### src/rtl/chardisp_pkg.sv
package chardisp_pkg;

  parameter int CHAR_AW  = 7;
  parameter int GLYPH_AW = 6;
  parameter int DATA_W   = 8;
  parameter int LEN_ONE  = 80;
  parameter int LEN_TWO  = 40;

  typedef enum logic [3:0] {
    OP_NOP, OP_CLEAR, OP_HOME, OP_ENTRY, OP_DISP, OP_SHIFT,
    OP_FUNC, OP_GADDR, OP_CADDR, OP_ACRD, OP_DWR, OP_DRD
  } op_e;

  // Instruction decode: highest set bit wins when rs = 0.
  function automatic op_e decode_op(input logic rs, input logic rw,
                                    input logic [DATA_W-1:0] b);
    op_e o;
    if (rs) o = rw ? OP_DRD : OP_DWR;
    else if (rw) o = OP_ACRD;
    else if (b[7]) o = OP_CADDR;
    else if (b[6]) o = OP_GADDR;
    else if (b[5]) o = OP_FUNC;
    else if (b[4]) o = OP_SHIFT;
    else if (b[3]) o = OP_DISP;
    else if (b[2]) o = OP_ENTRY;
    else if (b[1]) o = OP_HOME;
    else if (b[0]) o = OP_CLEAR;
    else o = OP_NOP;
    return o;
  endfunction

  // Character address step, with the split two-line layout.
  function automatic logic [CHAR_AW-1:0] char_step(input logic [CHAR_AW-1:0] a,
                                                   input logic up, input logic two);
    logic [CHAR_AW-1:0] n;
    if (two) begin
      if (up) n = (a == 7'h27) ? 7'h40 : (a == 7'h67) ? 7'h00 : a + 7'd1;
      else    n = (a == 7'h40) ? 7'h27 : (a == 7'h00) ? 7'h67 : a - 7'd1;
    end else begin
      if (up) n = (a == 7'(LEN_ONE-1)) ? 7'h00 : a + 7'd1;
      else    n = (a == 7'h00) ? 7'(LEN_ONE-1) : a - 7'd1;
    end
    return n;
  endfunction

  // Glyph address step: plain modulo of the glyph RAM size.
  function automatic logic [GLYPH_AW-1:0] glyph_step(input logic [GLYPH_AW-1:0] a,
                                                     input logic up);
    return up ? a + 1'b1 : a - 1'b1;
  endfunction

  // Window offset step: left means +1, right means -1, modulo line length.
  function automatic logic [CHAR_AW-1:0] offset_step(input logic [CHAR_AW-1:0] off,
                                                     input logic left, input logic two);
    logic [CHAR_AW-1:0] last;
    last = two ? 7'(LEN_TWO-1) : 7'(LEN_ONE-1);
    if (left) return (off >= last) ? 7'd0 : off + 7'd1;
    else      return (off == 7'd0) ? last : off - 7'd1;
  endfunction

endpackage

### src/rtl/chardisp_ram.sv
module chardisp_ram #(
  parameter int AW = 7,
  parameter int DW = 8
) (
  input  logic          clk,
  input  logic          we,
  input  logic [AW-1:0] waddr,
  input  logic [DW-1:0] wdata,
  input  logic          re,
  input  logic [AW-1:0] raddr,
  output logic [DW-1:0] rdata
);
  localparam int DEPTH = 1 << AW;

  logic [DW-1:0] mem [DEPTH];

  always_ff @(posedge clk) begin
    if (we) mem[waddr] <= wdata;
    if (re) rdata <= mem[raddr];
  end
endmodule

### src/rtl/chardisp_fill.sv
module chardisp_fill #(
  parameter int AW = 7
) (
  input  logic          clk,
  input  logic          rst_n,
  input  logic          start,
  output logic          active,
  output logic [AW-1:0] addr
);
  localparam logic [AW-1:0] LAST = {AW{1'b1}};

  always_ff @(posedge clk or negedge rst_n) begin
    if (!rst_n) begin
      active <= 1'b1;
      addr   <= '0;
    end else if (start) begin
      active <= 1'b1;
      addr   <= '0;
    end else if (active) begin
      addr <= addr + 1'b1;
      if (addr == LAST) active <= 1'b0;
    end
  end


  fill_step_chk: assert property (@(posedge clk) disable iff (!rst_n)
    (active && $past(active) && $past(rst_n) && !$past(start)) |-> (addr == $past(addr) + 1'b1));
endmodule

### src/rtl/chardisp_blink.sv
module chardisp_blink #(
  parameter int HALF = 50_000_000
) (
  input  logic clk,
  input  logic rst_n,
  input  logic en,
  output logic phase
);
  localparam int CW = (HALF > 1) ? $clog2(HALF) : 1;
  localparam logic [CW-1:0] LAST = CW'(HALF - 1);

  logic [CW-1:0] cnt;

  always_ff @(posedge clk or negedge rst_n) begin
    if (!rst_n) begin
      cnt   <= '0;
      phase <= 1'b0;
    end else if (!en) begin
      cnt   <= '0;
      phase <= 1'b0;
    end else if (cnt == LAST) begin
      cnt   <= '0;
      phase <= ~phase;
    end else begin
      cnt <= cnt + 1'b1;
    end
  end


  blink_off_chk: assert property (@(posedge clk) disable iff (!rst_n)
    !en |=> !phase);
endmodule

### src/rtl/chardisp_cmd_engine.sv
module chardisp_cmd_engine
  import chardisp_pkg::*;
#(
  parameter int   BLINK_HALF    = 50_000_000,
  parameter logic TWO_LINE_INIT = 1'b1,
  parameter logic [7:0] FILL_CODE = 8'h20
) (
  input  logic       clk,
  input  logic       rst_n,
  input  logic       cmd_valid,
  input  logic       cmd_rs,
  input  logic       cmd_rw,
  input  logic [7:0] cmd_byte,
  output logic       rd_valid,
  output logic [7:0] rd_data,
  output logic [6:0] ac_out,
  output logic       ac_is_glyph,
  output logic [6:0] shift_offset,
  output logic       disp_on,
  output logic       cursor_on,
  output logic       blink_on,
  output logic       blink_phase,
  output logic       inc_mode,
  output logic       shift_mode,
  output logic       bus_8bit,
  output logic       two_line,
  output logic [1:0] bright
);
  typedef enum logic [1:0] {SRC_AC, SRC_CHAR, SRC_GLYPH} rd_src_e;

  // Holding register for a command that arrives during a fill
  logic              pend_v, pend_rs, pend_rw;
  logic [DATA_W-1:0] pend_byte;

  logic              fill_active;
  logic [CHAR_AW-1:0] fill_addr;

  // Named internal events
  logic              exec_fire;
  logic              exec_rs, exec_rw;
  logic [DATA_W-1:0] exec_byte;
  op_e               exec_op;
  logic              fill_start;
  logic              char_we, glyph_we, char_re, glyph_re;

  logic [DATA_W-1:0] char_q, glyph_q, ac_q;
  rd_src_e           rd_src;

  assign exec_fire  = !fill_active && (pend_v || cmd_valid);
  assign exec_rs    = pend_v ? pend_rs   : cmd_rs;
  assign exec_rw    = pend_v ? pend_rw   : cmd_rw;
  assign exec_byte  = pend_v ? pend_byte : cmd_byte;
  assign exec_op    = exec_fire ? decode_op(exec_rs, exec_rw, exec_byte) : OP_NOP;
  assign fill_start = (exec_op == OP_CLEAR);

  assign char_we  = fill_active || (exec_op == OP_DWR && !ac_is_glyph);
  assign glyph_we = (exec_op == OP_DWR) && ac_is_glyph;
  assign char_re  = (exec_op == OP_DRD) && !ac_is_glyph;
  assign glyph_re = (exec_op == OP_DRD) && ac_is_glyph;

  always_ff @(posedge clk or negedge rst_n) begin
    if (!rst_n) begin
      pend_v    <= 1'b0;
      pend_rs   <= 1'b0;
      pend_rw   <= 1'b0;
      pend_byte <= '0;
    end else if (fill_active) begin
      if (cmd_valid) begin
        pend_v    <= 1'b1;
        pend_rs   <= cmd_rs;
        pend_rw   <= cmd_rw;
        pend_byte <= cmd_byte;
      end
    end else if (pend_v) begin
      pend_v <= cmd_valid;
      if (cmd_valid) begin
        pend_rs   <= cmd_rs;
        pend_rw   <= cmd_rw;
        pend_byte <= cmd_byte;
      end
    end
  end

  // Architectural state
  always_ff @(posedge clk or negedge rst_n) begin
    if (!rst_n) begin
      ac_out       <= '0;
      ac_is_glyph  <= 1'b0;
      shift_offset <= '0;
      inc_mode     <= 1'b1;
      shift_mode   <= 1'b0;
      disp_on      <= 1'b0;
      cursor_on    <= 1'b0;
      blink_on     <= 1'b0;
      bus_8bit     <= 1'b1;
      two_line     <= TWO_LINE_INIT;
      bright       <= 2'b00;
    end else begin
      unique case (exec_op)
        OP_CLEAR: begin
          ac_out       <= '0;
          ac_is_glyph  <= 1'b0;
          shift_offset <= '0;
          inc_mode     <= 1'b1;
        end
        OP_HOME: begin
          ac_out       <= '0;
          ac_is_glyph  <= 1'b0;
          shift_offset <= '0;
        end
        OP_ENTRY: begin
          inc_mode   <= exec_byte[1];
          shift_mode <= exec_byte[0];
        end
        OP_DISP: begin
          disp_on   <= exec_byte[2];
          cursor_on <= exec_byte[1];
          blink_on  <= exec_byte[0];
        end
        OP_SHIFT: begin
          ac_out      <= char_step(ac_out, exec_byte[2], two_line);
          ac_is_glyph <= 1'b0;
          if (exec_byte[3])
            shift_offset <= offset_step(shift_offset, !exec_byte[2], two_line);
        end
        OP_FUNC: begin
          bus_8bit <= exec_byte[4];
          two_line <= exec_byte[3];
          bright   <= exec_byte[1:0];
        end
        OP_GADDR: begin
          ac_out      <= {1'b0, exec_byte[GLYPH_AW-1:0]};
          ac_is_glyph <= 1'b1;
        end
        OP_CADDR: begin
          ac_out      <= exec_byte[CHAR_AW-1:0];
          ac_is_glyph <= 1'b0;
        end
        OP_DWR, OP_DRD: begin
          if (ac_is_glyph)
            ac_out <= {1'b0, glyph_step(ac_out[GLYPH_AW-1:0], inc_mode)};
          else
            ac_out <= char_step(ac_out, inc_mode, two_line);
          if (exec_op == OP_DWR && !ac_is_glyph && shift_mode)
            shift_offset <= offset_step(shift_offset, inc_mode, two_line);
        end
        default: ;
      endcase
    end
  end

  // Read return path
  always_ff @(posedge clk or negedge rst_n) begin
    if (!rst_n) begin
      rd_valid <= 1'b0;
      rd_src   <= SRC_AC;
      ac_q     <= '0;
    end else begin
      rd_valid <= (exec_op == OP_ACRD) || (exec_op == OP_DRD);
      if (exec_op == OP_ACRD) begin
        rd_src <= SRC_AC;
        ac_q   <= {1'b0, ac_out};
      end else if (exec_op == OP_DRD) begin
        rd_src <= ac_is_glyph ? SRC_GLYPH : SRC_CHAR;
      end
    end
  end

  always_comb begin
    unique case (rd_src)
      SRC_CHAR:  rd_data = char_q;
      SRC_GLYPH: rd_data = glyph_q;
      default:   rd_data = ac_q;
    endcase
  end

  chardisp_ram #(.AW(CHAR_AW), .DW(DATA_W)) u_char_ram (
    .clk   (clk),
    .we    (char_we),
    .waddr (fill_active ? fill_addr : ac_out),
    .wdata (fill_active ? FILL_CODE : exec_byte),
    .re    (char_re),
    .raddr (ac_out),
    .rdata (char_q)
  );

  chardisp_ram #(.AW(GLYPH_AW), .DW(DATA_W)) u_glyph_ram (
    .clk   (clk),
    .we    (glyph_we),
    .waddr (ac_out[GLYPH_AW-1:0]),
    .wdata (exec_byte),
    .re    (glyph_re),
    .raddr (ac_out[GLYPH_AW-1:0]),
    .rdata (glyph_q)
  );

  chardisp_fill #(.AW(CHAR_AW)) u_fill (
    .clk    (clk),
    .rst_n  (rst_n),
    .start  (fill_start),
    .active (fill_active),
    .addr   (fill_addr)
  );

  chardisp_blink #(.HALF(BLINK_HALF)) u_blink (
    .clk   (clk),
    .rst_n (rst_n),
    .en    (blink_on),
    .phase (blink_phase)
  );


  rd_after_cmd_chk: assert property (@(posedge clk) disable iff (!rst_n)
    rd_valid |-> $past(exec_fire));

  park_during_fill_chk: assert property (@(posedge clk) disable iff (!rst_n)
    (fill_active && cmd_valid) |=> pend_v);

  no_overflow_chk: assert property (@(posedge clk) disable iff (!rst_n)
    !(pend_v && fill_active && cmd_valid));

  glyph_ac_range_chk: assert property (@(posedge clk) disable iff (!rst_n)
    ac_is_glyph |-> (ac_out[6] == 1'b0));

  offset_range_chk: assert property (@(posedge clk) disable iff (!rst_n)
    shift_offset < 7'(LEN_ONE));

  clear_fill_chk: assert property (@(posedge clk) disable iff (!rst_n)
    fill_start |=> fill_active);
endmodule

### config.mk
export PLATFORM = sky130hd
export DESIGN_NAME = chardisp_cmd_engine
export DESIGN_NICKNAME = d
export VERILOG_FILES = /design/src/rtl/chardisp_pkg.sv /design/src/rtl/chardisp_ram.sv /design/src/rtl/chardisp_fill.sv /design/src/rtl/chardisp_blink.sv /design/src/rtl/chardisp_cmd_engine.sv
export SDC_FILE = /design/constraint.sdc
export NUM_CORES = 2
export LEC_CHECK = 0
export ABC_AREA = 1
export BUFFER_PORTS_ARGS = -buffer_cell sky130_fd_sc_hd__buf_4
export CORE_MARGIN = 1
export CORE_UTILIZATION = 25
export CTS_BUF_LIST = sky130_fd_sc_hd__clkbuf_4
export CTS_CLUSTER_DIAMETER = 120
export DETAILED_ROUTE_END_ITERATION = 7
export PLACE_DENSITY = 0.41
export REMOVE_ABC_BUFFERS = 1
export SYNTH_ARGS = -nofsm -noshare
export SYNTH_HDL_FRONTEND = slang
export SYNTH_HIERARCHICAL = 1
export SYNTH_SLANG_ARGS = --single-unit
### constraint.sdc
create_clock -name clk -period 7.72 [get_ports clk]
set_clock_uncertainty 0.1 [all_clocks]
set_input_delay 1.544 -clock clk [delete_from_list [all_inputs] [get_ports clk]]
set_output_delay 1.544 -clock clk [all_outputs]
set_load 0.05 [all_outputs]
Yosys cells after proc, flatten, opt, wreduce, memory -nomap -nowiden
Memory sizes are Yosys's and may differ from the RTL's. A register that Yosys moved wholly into a read port is not among the register bits.
Index checks and enable logic that the tools add are counted.

word-level totals
  logic and storage cells = 152
  input bits = 13
  output and inout bits = 34
  register bits = 80
  memories = 2
  memory bits (writable) = 1536

memory list
  memory           depth  width  rd ports  clocked after Yosys merged registers in  write ports  RTL line            source
  u_char_ram.mem   128    8      1         1                                        1            chardisp_ram.sv:15  logic [DW-1:0] mem [DEPTH];
  u_glyph_ram.mem  64     8      1         1                                        1            chardisp_ram.sv:15

operators by class
  multiplexer cells = 71
  equality and inequality tests = 23
  magnitude comparators = 1
  bitwise operators = 1
  add/subtract/negate cells = 8
  reductions and logical operators = 24

operators with widths
  operator               number
  $mux 7                 23
  $mux 26                2
  $mux 8                 5
  $pmux 7 s5             1
  $eq 7x7->1 const B     4
  $add 26x1->26 const B  1
  $eq 26x26->1 const B   1
  $mux 1                 22
  $add 7x1->7 const B    3
  $pmux 7 s3             1
  $eq 4x3->1 const B     4
  $eq 4x4->1 const B     4
  $mux 4                 4
  $pmux 8 s2             1
  $logic_not 7->1        2
  $sub 7x1->7 const B    2
  $mux 3                 4
  $mux 2                 5
  $reduce_bool 2->1      5
  $eq 4x2->1 const B     2
  $eq 7x6->1 const B     1
  $ge 7x7->1             1
  $add 6x1->6 const B    1
  $logic_and 1x1->1      6
  16 further kinds       23

Logic depth before layout (Yosys ltp)
  word-level depth = 17
  gate-level depth with buffers = 21
  mapped depth without buffers = 20

Modules after synthesis
The synthesis kept the hierarchy.

by module, submodules not included
  module                      area an instance (um2)  seq. area each (um2)  cells an instance  times used
  chardisp_ram (u_char_ram)   42184.2                 30989.7               3575               1
  chardisp_ram (u_glyph_ram)  21419.3                 15615.0               1805               1
  chardisp_cmd_engine         3824.9                  1129.8                604                1
  chardisp_blink              1656.6                  675.6                 224                1
  chardisp_fill               422.9                   201.4                 53                 1

Least setup slack after synthesis
OpenSTA, ideal clock, no wires.

  path type = input to register
  start = input port cmd_byte[6]
  end = memory u_char_ram.mem[0][6] (data pin)
  required time = 6.826 ns
  library setup time = 0.794 ns
  setup slack = -0.787 ns
  arrival = 7.613 ns
  stages = 4
  path buffers = 0
  cell sequence = inv_1 -> o21ai_0 -> inv_1 -> nor2_1

on the way
  cells in the longest elaborated chain, start to end = 2

RTL lines
  element                 RTL line                    source
  start, declared         chardisp_cmd_engine.sv:13   input logic [7:0] cmd_byte,
  $mux 8                  chardisp_cmd_engine.sv:52   assign exec_byte = pend_v ? pend_byte : cmd_byte;
  named net exec_byte[6]  chardisp_cmd_engine.sv:41   logic [DATA_W-1:0] exec_byte;
  $mux 8                  chardisp_cmd_engine.sv:181  .wdata (fill_active ? FILL_CODE : exec_byte),
  end, declared           chardisp_ram.sv:15

The timed path passes the listed nets, and every way through them passes these cells.

Worst setup path after layout
  start = register ac_out[0]
  end = output port ac_out[0]

RTL lines
  element                 RTL line                    source
  start, declared         chardisp_cmd_engine.sv:16   output logic [6:0] ac_out,
  start signal, assigned  chardisp_cmd_engine.sv:121  ac_out <= char_step(ac_out, exec_byte[2], two_line);
  start signal, assigned  chardisp_cmd_engine.sv:132  ac_out <= {1'b0, exec_byte[GLYPH_AW-1:0]};
  start signal, assigned  chardisp_cmd_engine.sv:136  ac_out <= exec_byte[CHAR_AW-1:0];

No word-level cell between the ends.

==> results.cfg <==
[yosys]
syn_inst = 6261
ys_ff_latch = 1632
seq_area_frac_synth_pct = 69.9
ys_types = 51
synth_area_um2 = 69500
synth_flop_cell = edfxtp_1
synth_edf_count = 1552
synth_warnings = 6
avgSynthCellArea_um2 = 11.1
ys_async_sr_fraction_pct = 4.90

[power_and_ir_drop]
p_leak_nw = 28.1
p_switching_w = 0.0111
clkPwrFrac_pct = 26.5
peakVddDrop_mv = 0.262
p_per_area_nw_per_um2 = 349
p_comb_share_pct = 33.7
power_frac_seq_pct = 39.8
p_total_w = 0.0273
internal-power_w = 0.0163
swShare_pct = 40.5

[critical_path]
required_ns = 6.08
critPathMaxFanout = 108
reg2reg_to = u_glyph_ram/mem[0][7]$_DFFE_PP_
rr_startpoint = pend_v$_DFFE_PN0P_
cp-start-kind = register
r2r_setup_slack_ns = 2.84
slowest_delay_ns = 0.98
reg2reg_depth = 11
crit_arrival_ns = 3.90
crit_chain = buf_4 -> buf_4 -> buf_4
path_class = register to output port
critPathSlowestCell = buf_4
startpoint = ac_out[0]$_DFFE_PN0P_
critPathCaptureType = output port
crit_top_cell = buf_4
crit_path_end = ac_out[0]

[place]
dp.cells = 9718
dp_hpwl_mm = 123
globalplace.congestion = 0.825
place_ws_ns = 2.06
io_buffers = 46

[cts]
worstSkewPairLatency_ns = 1.24
cts_resized = 0
cts_tree = yes
cts_buffers = 419
cts.sinks = 1632
cts_setup_buffers = 0
hold_buffers = 0
ctsRootBufferMaster = clkbuf_4
cts_max_level = 5
clockBufferDepth = 4
cts.clk_slew.worst_paths_ns = 0.06

[final_layout]
multiInputGateArea_um2 = 18300
final_nets = 6463
postLayoutCoreUtil_pct = 28.3
syn2layout_area_growth_pct = 12.5
n_fill_cell = 29100
final_layout_size_suffix_gt1_share_pct = 12.4
finalNonFillerCells = 10400
seqCellArea_um2 = 48600

[die]
die_w_um = 529
die_area_um2 = 280000
core_um2 = 276000
core.rowCount = 193
initial_core_util_pct = 25.1
pin_count = 47
die_h_um = 529

[routing]
wl_per_cell_um = 20.8
drt-total-wl_mm = 217
antenna_left = 0
firstDrtPassIters = 5
dr_total_vias = 47500
drt_iter0_drc = 3722
drc = 0
vias_per_cell = 4.54

[global_route]
overflow = 0
grt_start_max_net_pins = 209
grt_pass1_vias = 47700
antenna_found_initial = 4
grt_pass1_wl_mm = 318
grtUsageTotal_pct = 15.2

[timing]
period_minus_slack_ns = 5.55
finalWorstSetupSlack_ns = 2.17
fin_setup_tns_ns = 0
setup_violations = 0
slew_viol_final = 0
rsz0062_at_grt = false
worst_pin_slew_ns = 1.33
relSlewSlack_pct = 10.4
max_freq_mhz = 180
hold_viol = 0
fin_crit_sh_pct = 71.9

[hold_path]
hold_class = input port to asynchronous set/reset pin

[job]
maxCapViolations = 0

[status]
status = completed
area by class of cell:
type	instances	share of cell area, %
Sequential cell	1632	62.2
Clock buffer	593	5.69
Clock inverter	127	0.781
Timing Repair Buffer	122	1.36
Antenna cell	6	0.0192
Multi-Input combinational cell	4131	23.4
Inverter	128	0.662
Tap cell	3705	5.93
cells in the final DEF (no fill, tap or decap), drive strengths merged, types with 4 or more instances in the layout:
master	instances
dfstp	4
dfrtp	76
nand3	1424
edfxtp	1552
o211ai	5
ha	15
bufinv	4
nand3b	6
nand4	15
clkinv	119
nand2	2143
xor2	14
nor2	319
buf	122
clkbuf	593
o22ai	4
o21ai	79
diode	6
nor4	10
nor3	24
a21oi	43
xnor2	10
inv	130
how the worst min path moves through the flow:
stage | endpoint | slack, ns | cells past startpoint
floorplan | u_blink/cnt[0]$_DFF_PN0_ | 0.33 | 1
global placement | u_blink/cnt[0]$_DFF_PN0_ | 0.35 | 1
global route | rd_valid$_DFF_PN0_ | 0.05 | 1
CTS | rd_valid$_DFF_PN0_ | 0.005 | 1
finish | rd_valid$_DFF_PN0_ | 0.17 | 1
detailed placement | u_blink/cnt[0]$_DFF_PN0_ | 0.37 | 1
through the flow:
stage          instance area, um2  hold WS (ns)
4_1_cts                     78200       0.00533
3_3_place_gp                73200         0.353
3_5_place_dp                73200         0.367
5_1_grt                     78200        0.0497
6_report                    78200         0.169
2_1_floorplan               67200         0.333
critical path, delay by kind of cell (launching register included):
family	cells	cell delay, ns
buf+inv	3	2.04
flops	1	0.59
synth_stat cells, drive strengths merged, types with 2 or more instances:
| library cell | instances | area [um2] |
|---|---|---|
| inv | 125 | 482 |
| o31ai | 3 | 22.5 |
| a21o | 2 | 16.3 |
| o22ai | 4 | 25.0 |
| nand3 | 1424 | 7150 |
| a21oi | 43 | 219 |
| mux2 | 2 | 22.5 |
| dfstp | 4 | 105 |
| nor3 | 24 | 130 |
| or2 | 3 | 18.8 |
| nor2 | 319 | 1310 |
| o221ai | 2 | 17.5 |
| xor2 | 14 | 123 |
| nor4 | 10 | 62.6 |
| clkbuf | 67 | 251 |
| nand2 | 2143 | 8090 |
| o21ai | 79 | 407 |
| nand3b | 6 | 45.0 |
| buf | 303 | 2010 |
| a31oi | 3 | 18.8 |
| edfxtp | 1552 | 46600 |
| clkinv | 3 | 11.3 |
| o211ai | 5 | 37.5 |
| dfrtp | 76 | 1900 |
| nand4 | 15 | 93.8 |
| xnor2 | 10 | 87.6 |
| ha | 15 | 188 |
routing by layer:
metal	share of wire, %	global-route usage (%)
met3	4.9	2.30
met5	0.0060	0
met4	2.6	4.76
met1	46	20.9
met2	47	24.4
cell families after synthesis:
family / after synthesis / share of synthesized area (%)
compound gates: 143 / 1.12
xor+xnor: 24 / 0.302
fa+ha+maj: 16 / 0.299
buf+inv: 498 / 3.96
flops: 1632 / 69.9
mux: 2 / 0.0324
simple gates: 3946 / 24.3
sequential cells by signal (all words and copies together), names as in the netlist, 8 cells and up:
| signal | cells |
|---|---|
| u_char_ram/rdata | 8 |
| u_glyph_ram/rdata | 8 |
| u_blink/cnt | 26 |
| pend_byte | 8 |
| u_glyph_ram/mem | 512 |
| u_char_ram/mem | 1024 |
power groups by stage:
stage / registers (W) / clock network [W] / logic, W
6_report: 0.0109 / 0.00724 / 0.00922
5_1_grt: 0.0109 / 0.00795 / 0.0100
4_1_cts: 0.0109 / 0.00753 / 0.00931
3_5_place_dp: 0.0111 / 0 / 0.00928
3_3_place_gp: 0.0111 / 0 / 0.00932
2_1_floorplan: 0.0116 / 0 / 0.00559
No activity file was read; power rests on OpenSTA's default activity.
